**src/rtl/poe_seq_pkg.sv**
```systemverilog
package poe_seq_pkg;
  typedef enum logic [2:0] {
    ST_IDLE, ST_DET_LO, ST_DET_HI, ST_CLASS, ST_POWERED, ST_FAULT, ST_BACKOFF
  } seq_state_e;

  typedef enum logic [2:0] {
    STS_IDLE   = 3'd0,
    STS_DETECT = 3'd1,
    STS_CLASS  = 3'd2,
    STS_PGOOD  = 3'd3,
    STS_FAULT  = 3'd4
  } status_e;

  localparam logic [1:0] PROBE_OFF = 2'd0;
  localparam logic [1:0] PROBE_LO  = 2'd1;
  localparam logic [1:0] PROBE_HI  = 2'd2;
  localparam logic [1:0] PROBE_CLS = 2'd3;
endpackage

```
**src/rtl/poe_sig_check.sv**
```systemverilog
module poe_sig_check #(
  parameter int VW          = 16,
  parameter int IW          = 20,
  parameter int MIN_STEP_MV = 1000,
  parameter int R_MIN_OHM   = 23750,
  parameter int R_MAX_OHM   = 26250
) (
  input  logic [VW-1:0] v_lo,
  input  logic [IW-1:0] i_lo,
  input  logic [VW-1:0] v_hi,
  input  logic [IW-1:0] i_hi,
  output logic          accept
);
  localparam int PW = VW + IW + 16;

  logic [VW-1:0] dv;
  logic [IW-1:0] di;
  logic [PW-1:0] v_scaled, lo_bound, hi_bound;
  logic          step_ok, rise_ok;

  always_comb begin
    dv       = v_hi - v_lo;
    di       = i_hi - i_lo;
    step_ok  = (v_hi >= v_lo) && (dv >= VW'(MIN_STEP_MV));
    rise_ok  = (i_hi > i_lo);
    v_scaled = PW'(dv) * PW'(1000);
    lo_bound = PW'(di) * PW'(R_MIN_OHM);
    hi_bound = PW'(di) * PW'(R_MAX_OHM);
    accept   = step_ok && rise_ok && (v_scaled >= lo_bound) && (v_scaled <= hi_bound);
  end
endmodule

```
**src/rtl/poe_class_decode.sv**
```systemverilog
module poe_class_decode #(
  parameter int IW      = 20,
  parameter int CLS1_UA = 8000,
  parameter int CLS2_UA = 16000,
  parameter int CLS3_UA = 25000,
  parameter int CLS4_UA = 35000,
  parameter int LIM0_UA = 400000,
  parameter int LIM1_UA = 112000,
  parameter int LIM2_UA = 206000,
  parameter int LIM3_UA = 400000
) (
  input  logic [IW-1:0] meas_ua,
  output logic [1:0]    meas_cls,
  input  logic [1:0]    sel_cls,
  output logic [IW-1:0] limit_ua
);
  always_comb begin
    if (meas_ua < IW'(CLS1_UA))      meas_cls = 2'd0;
    else if (meas_ua < IW'(CLS2_UA)) meas_cls = 2'd1;
    else if (meas_ua < IW'(CLS3_UA)) meas_cls = 2'd2;
    else if (meas_ua < IW'(CLS4_UA)) meas_cls = 2'd3;
    else                             meas_cls = 2'd0;
  end

  always_comb begin
    case (sel_cls)
      2'd1:    limit_ua = IW'(LIM1_UA);
      2'd2:    limit_ua = IW'(LIM2_UA);
      2'd3:    limit_ua = IW'(LIM3_UA);
      default: limit_ua = IW'(LIM0_UA);
    endcase
  end
endmodule

```
**src/rtl/poe_tick_timer.sv**
```systemverilog
module poe_tick_timer #(
  parameter int TW = 16
) (
  input  logic          clk,
  input  logic          rst_n,
  input  logic          clear,
  input  logic          tick,
  output logic [TW-1:0] count
);
  always_ff @(posedge clk or negedge rst_n) begin
    if (!rst_n)     count <= '0;
    else if (clear) count <= '0;
    else if (tick)  count <= count + 1'b1;
  end
endmodule

```
**src/rtl/poe_led.sv**
```systemverilog
module poe_led import poe_seq_pkg::*; #(
  parameter int SLOW_BIT = 9,
  parameter int FAST_BIT = 7
) (
  input  logic    clk,
  input  logic    rst_n,
  input  logic    tick,
  input  status_e sts,
  output logic    led
);
  localparam int CW = SLOW_BIT + 1;
  logic [CW-1:0] phase;

  always_ff @(posedge clk or negedge rst_n) begin
    if (!rst_n)    phase <= '0;
    else if (tick) phase <= phase + 1'b1;
  end

  always_comb begin
    case (sts)
      STS_DETECT, STS_CLASS: led = phase[SLOW_BIT];
      STS_PGOOD:             led = 1'b1;
      STS_FAULT:             led = phase[FAST_BIT];
      default:               led = 1'b0;
    endcase
  end
endmodule

```
**src/rtl/poe_port_seq.sv**
```systemverilog
module poe_port_seq import poe_seq_pkg::*; #(
  parameter int VW            = 16,
  parameter int IW            = 20,
  parameter int TW            = 16,
  parameter int MIN_STEP_MV   = 1000,
  parameter int DET_TIMEOUT   = 400,
  parameter int BACKOFF_TICKS = 2100,
  parameter int DISC_UA       = 5000,
  parameter int DISC_COUNT    = 60,
  parameter int LED_SLOW_BIT  = 9,
  parameter int LED_FAST_BIT  = 7
) (
  input  logic          clk,
  input  logic          rst_n,
  input  logic          tick,
  input  logic          port_rst,
  input  logic          strap_midspan,
  input  logic          strap_class_en,
  input  logic          strap_auto_restart,
  input  logic          uvlo,
  input  logic          overcurrent,
  input  logic          smp_valid,
  output logic          smp_ready,
  input  logic [VW-1:0] smp_mv,
  input  logic [IW-1:0] smp_ua,
  output logic [1:0]    probe_sel,
  output logic          pwr_en,
  output logic [2:0]    status,
  output logic          led
);
  localparam int DW = $clog2(DISC_COUNT + 1);

  seq_state_e    state_q, state_d, fail_dest;
  status_e       sts;
  logic [VW-1:0] v1_q;
  logic [IW-1:0] i1_q, limit_ua;
  logic [1:0]    cls_q, meas_cls;
  logic [DW-1:0] low_cnt_q;
  logic [TW-1:0] t_cnt;
  logic          take, sig_ok, low_smp;

  poe_sig_check #(.VW(VW), .IW(IW), .MIN_STEP_MV(MIN_STEP_MV)) u_sig (
    .v_lo(v1_q), .i_lo(i1_q), .v_hi(smp_mv), .i_hi(smp_ua), .accept(sig_ok));

  poe_class_decode #(.IW(IW)) u_cls (
    .meas_ua(smp_ua), .meas_cls(meas_cls), .sel_cls(cls_q), .limit_ua(limit_ua));

  poe_tick_timer #(.TW(TW)) u_tmr (
    .clk(clk), .rst_n(rst_n), .clear(state_d != state_q), .tick(tick), .count(t_cnt));

  poe_led #(.SLOW_BIT(LED_SLOW_BIT), .FAST_BIT(LED_FAST_BIT)) u_led (
    .clk(clk), .rst_n(rst_n), .tick(tick), .sts(sts), .led(led));

  assign smp_ready = (state_q == ST_DET_LO) || (state_q == ST_DET_HI) ||
                     (state_q == ST_CLASS)  || (state_q == ST_POWERED);
  assign take      = smp_valid && smp_ready;
  assign low_smp   = smp_ua < IW'(DISC_UA);
  assign fail_dest = strap_midspan ? ST_BACKOFF : ST_DET_LO;

  always_comb begin
    state_d = state_q;
    case (state_q)
      ST_IDLE:   state_d = ST_DET_LO;
      ST_DET_LO: if (take) state_d = ST_DET_HI;
      ST_DET_HI: begin
        if (take) state_d = sig_ok ? (strap_class_en ? ST_CLASS : ST_POWERED) : fail_dest;
        else if (tick && t_cnt == TW'(DET_TIMEOUT - 1)) state_d = fail_dest;
      end
      ST_CLASS:  if (take) state_d = ST_POWERED;
      ST_POWERED: begin
        if (overcurrent || (take && smp_ua > limit_ua)) state_d = ST_FAULT;
        else if (take && low_smp && low_cnt_q == DW'(DISC_COUNT - 1)) state_d = ST_DET_LO;
      end
      ST_FAULT:   if (strap_auto_restart) state_d = ST_DET_LO;
      ST_BACKOFF: if (tick && t_cnt == TW'(BACKOFF_TICKS - 1)) state_d = ST_DET_LO;
      default:    state_d = ST_IDLE;
    endcase
    if (uvlo || port_rst) state_d = ST_IDLE;
  end

  always_ff @(posedge clk or negedge rst_n) begin
    if (!rst_n) begin
      state_q   <= ST_IDLE;
      v1_q      <= '0;
      i1_q      <= '0;
      cls_q     <= 2'd0;
      low_cnt_q <= '0;
    end else begin
      state_q <= state_d;
      if (state_q == ST_DET_LO) begin
        cls_q <= 2'd0;
        if (take) begin
          v1_q <= smp_mv;
          i1_q <= smp_ua;
        end
      end
      if (state_q == ST_CLASS && take) cls_q <= meas_cls;
      if (state_q != ST_POWERED)       low_cnt_q <= '0;
      else if (take)                   low_cnt_q <= low_smp ? low_cnt_q + 1'b1 : '0;
    end
  end

  always_comb begin
    case (state_q)
      ST_DET_LO:  begin probe_sel = PROBE_LO;  sts = STS_DETECT; end
      ST_DET_HI:  begin probe_sel = PROBE_HI;  sts = STS_DETECT; end
      ST_BACKOFF: begin probe_sel = PROBE_OFF; sts = STS_DETECT; end
      ST_CLASS:   begin probe_sel = PROBE_CLS; sts = STS_CLASS;  end
      ST_POWERED: begin probe_sel = PROBE_OFF; sts = STS_PGOOD;  end
      ST_FAULT:   begin probe_sel = PROBE_OFF; sts = STS_FAULT;  end
      default:    begin probe_sel = PROBE_OFF; sts = STS_IDLE;   end
    endcase
  end

  assign pwr_en = (state_q == ST_POWERED);
  assign status = sts;

  // lockout forces the switch off and the controller idle
  a_r2_uvlo_off: assert property (@(posedge clk) disable iff (!rst_n)
    uvlo |=> (!pwr_en && status == STS_IDLE));

  // the low-probe sample moves the probe to the high level
  a_r3_lo_to_hi: assert property (@(posedge clk) disable iff (!rst_n)
    (state_q == ST_DET_LO && take && !uvlo && !port_rst) |=> (probe_sel == PROBE_HI));

  // a voltage step below the minimum never leads to power
  a_r4_small_step: assert property (@(posedge clk) disable iff (!rst_n)
    (state_q == ST_DET_HI && take && ({1'b0, smp_mv} < {1'b0, v1_q} + (VW+1)'(MIN_STEP_MV)))
    |=> !pwr_en);

  // the overcurrent flag trips a powered port
  a_r10_oc_trip: assert property (@(posedge clk) disable iff (!rst_n)
    (pwr_en && overcurrent && !uvlo && !port_rst) |=> (status == STS_FAULT));

  // a manual-restart fault holds until port reset
  a_r12_manual_hold: assert property (@(posedge clk) disable iff (!rst_n)
    (status == STS_FAULT && !strap_auto_restart && !uvlo && !port_rst) |=> (status == STS_FAULT));
endmodule

```
**config.mk**
```make
export PLATFORM = sky130hd
export DESIGN_NAME = poe_port_seq
export DESIGN_NICKNAME = d
export VERILOG_FILES = /design/src/rtl/poe_seq_pkg.sv /design/src/rtl/poe_sig_check.sv /design/src/rtl/poe_class_decode.sv /design/src/rtl/poe_tick_timer.sv /design/src/rtl/poe_led.sv /design/src/rtl/poe_port_seq.sv
export SDC_FILE = /design/constraint.sdc
export NUM_CORES = 1
export LEC_CHECK = 0
export CAP_MARGIN = 20
export CORE_MARGIN = 1
export CORE_UTILIZATION = 60
export DETAILED_ROUTE_END_ITERATION = 8
export DONT_BUFFER_PORTS = 1
export PLACE_DENSITY = 0.76
export SYNTH_ARGS = -nofsm -noshare
export SYNTH_HDL_FRONTEND = slang
export SYNTH_HIERARCHICAL = 1
export SYNTH_SLANG_ARGS = --single-unit
```
**constraint.sdc**
```tcl
create_clock -name clk -period 18.2 [get_ports clk]
set_input_delay 0.91 -clock clk [delete_from_list [all_inputs] [get_ports clk]]
set_output_delay 0.91 -clock clk [all_outputs]
set_load 0.01 [all_outputs]
```
==> results.yml <==
status:
  status: "finished clean"
cts:
  clockRootBuffer: "clkbuf_16"
  cts-hold-fix-buffers: 0
  cts-resized-gates: 0
  clock_path_buffers: 2
  post_cts_buffers: 0
  clock_latency_ns: 0.36
  cts_sinks: 73
  cts_max_level: 3
  clk_pin_slew_worst_paths_ns: 0.07
  cts_tree: "done"
  cts_inserted_buffers: 9
worst_setup_path:
  reg2reg_from: "i1_q[1]$_DFFE_PN0P_"
  path_class: "input pin to register"
  ff2ff_setup_slack_ns: 5.65
  critPathMaxStageDelay_ns: 0.57
  arrival_ns: 12.87
  required_ns: 18.44
  critPathMaxFanout: 19
  worstSetupStartpointType: "input pin"
  rr_worst_depth: 52
  timing.rr.end: "u_tmr/count[15]$_DFFE_PN0P_"
  cp_slowest_cell: "o311ai_0"
  worst_setup_path_end_kind: "register"
timing:
  min_period_over_period_pct: 69.4
  worst_slew_pin_slew_ns: 1.04
  slew_headroom_pct: 30.6
  setup_violations: 0
  min_period_ns: 12.63
  holdWs_ns: 0.239
  fin_skew_ns: 0.0116
  hold_viol_final: 0
  fmax_mhz: 79.2
  tns_ns: 0
  final_max_slew_viol_count: 0
  rsz0062_at_grt: "false"
place:
  io_buffers: 0
  place_congestion: 0.971
  place_area_um2: 20600
  dpl.hpwl_mm: 41.5
synthesis:
  syn_area_um2: 20200
  synthArstFlopShare_pct: 100
  syn-instance-count: 2241
  synth-seq-cells: 73
  synthFlopType: "dfrtp_1"
  yosysSeqAreaShare_pct: 9.05
  yosysUniqueCellTypes: 108
  syn_area_per_cell_um2: 9.01
  yosys_warnings: 6
  synth_edf_count: 0
routing:
  ant_nets: 0
  firstDrtPassIters: 5
  wire_per_inst_um: 18.1
  drtIter0Drc: 725
  avgViaCountPerCell: 5.88
  vias: 15700
  finalWirelength_mm: 48.4
  remaining_drc_errors: 0
final_layout:
  nets: 2888
  seqCellArea_um2: 1830
  layout_common_cells: "454 x inv_1, 398 x ha_1, 222 x fa_1"
  multi_input_area_um2: 16400
  stdcell_area_um2: 20900
  drive_above_1_share_pct: 4.13
  syn_to_final_growth_pct: 3.45
  diodes: 0
  n_fill_cell: 2792
  final_common_cell: "inv_1"
global_route:
  grt_pass1_wl_mm: 79.8
  first_global_vias: 15998
  grt_start_max_net_pins: 74
  grt_use_total_pct: 29.8
  antenna_found_initial: 0
  overflow: 0
floorplanning:
  core_area_um2: 32800
  std_cell_rows: 66
  die_x_um: 185
  io_pins: 54
  start_util_pct: 61.6
  dieArea_um2: 34400
  die_y_um: 185
worst_hold_path:
  min_path_type: "input pin to async pin"
run:
  drv_cap: 0
-- logic make-up after synthesis --
kind of cell,after synthesis,share of synthesized area [%]
AOI/OAI and AO/OA,408,13.6
xor gates and xnor gates,123,5.41
adders and majority gates,620,46.7
buffers and inverters,502,9.93
DFF,73,9.05
muxes,53,2.92
other,2,0.0372
and+or+nand+nor,460,12.3
-- worst max-delay path, delay by kind of cell --
kind                       cells  cell delay [ns]
AOI/OAI and AO/OA             21             4.69
xor gates and xnor gates       1             0.06
adders and majority gates      9             3.79
buffers and inverters          6             0.73
muxes                          1             0.29
and+or+nand+nor               13             2.39
-- routing by layer --
metal | up-vias | global-route usage, % | part of all wire [%]
met5 | - | 0 | 0
met2 | 340 | 52.1 | 50
met1 | 7748 | 38.5 | 43
met4 | 0 | 10.1 | 3.1
met3 | 74 | 2.81 | 3.9
li1 | 7538 | - | -
-- through the flow --
step	setup WS [ns]	cells	util [%]
2_1_floorplan	6.93	2247	-
3_3_place_gp	5.59	2653	62.7
3_5_place_dp	5.36	2653	62.7
4_1_cts	5.70	2669	63.7
5_1_grt	4.67	2669	63.7
6_report	5.57	2669	63.7
-- worst max path at each step --
| stage | from | to | slack (ns) | cells after the start |
|---|---|---|---|---|
| after global routing | smp_ua[1] | u_tmr/count[15]$_DFFE_PN0P_ | 4.67 | 51 |
| after floorplan | smp_ua[1] | u_tmr/count[15]$_DFFE_PN0P_ | 6.93 | 51 |
| after global placement | smp_ua[1] | u_tmr/count[15]$_DFFE_PN0P_ | 5.59 | 51 |
| after CTS | smp_ua[1] | u_tmr/count[15]$_DFFE_PN0P_ | 5.70 | 51 |
| final | smp_ua[1] | u_tmr/count[15]$_DFFE_PN0P_ | 5.57 | 51 |
| after detailed placement | smp_ua[1] | u_tmr/count[15]$_DFFE_PN0P_ | 5.36 | 51 |
-- sequential cells by signal, summed over array words and instances (netlist names) --
name / flops
cls_q: 2
low_cnt_q: 6
u_led/phase: 10
v1_q: 16
u_tmr/count: 16
i1_q: 20
state_q: 3
-- synthesized netlist by cell type (17+ instances only) --
| cell type | number | area (µm²) |
|---|---|---|
| a21o_1 | 43 | 323 |
| a21oi_1 | 132 | 661 |
| a31oi_1 | 17 | 106 |
| and3_1 | 19 | 119 |
| buf_4 | 18 | 135 |
| dfrtp_1 | 73 | 1830 |
| fa_1 | 222 | 4440 |
| ha_1 | 398 | 4980 |
| inv_1 | 454 | 1700 |
| mux2_1 | 37 | 417 |
| nand2_1 | 94 | 353 |
| nand2b_1 | 21 | 131 |
| nand3_1 | 38 | 190 |
| nand4_1 | 34 | 213 |
| nor2_1 | 99 | 372 |
| nor2b_1 | 26 | 163 |
| nor3_1 | 35 | 175 |
| o21ai_0 | 64 | 320 |
| xnor2_1 | 74 | 648 |
| xor2_1 | 48 | 420 |
-- cell type report --
| type | instances | area share, % |
|---|---|---|
| Sequential cell | 73 | 8.75 |
| Clock buffer | 9 | 1.08 |
| Clock inverter | 7 | 0.420 |
| Tap cell | 442 | 2.65 |
| Timing Repair Buffer | 10 | 0.360 |
| Inverter | 456 | 8.22 |
| Multi-Input combinational cell | 1672 | 78.5 |
Power is not shown: default switching activity piles up to over one toggle a cycle in this logic, so the estimate is an artifact.
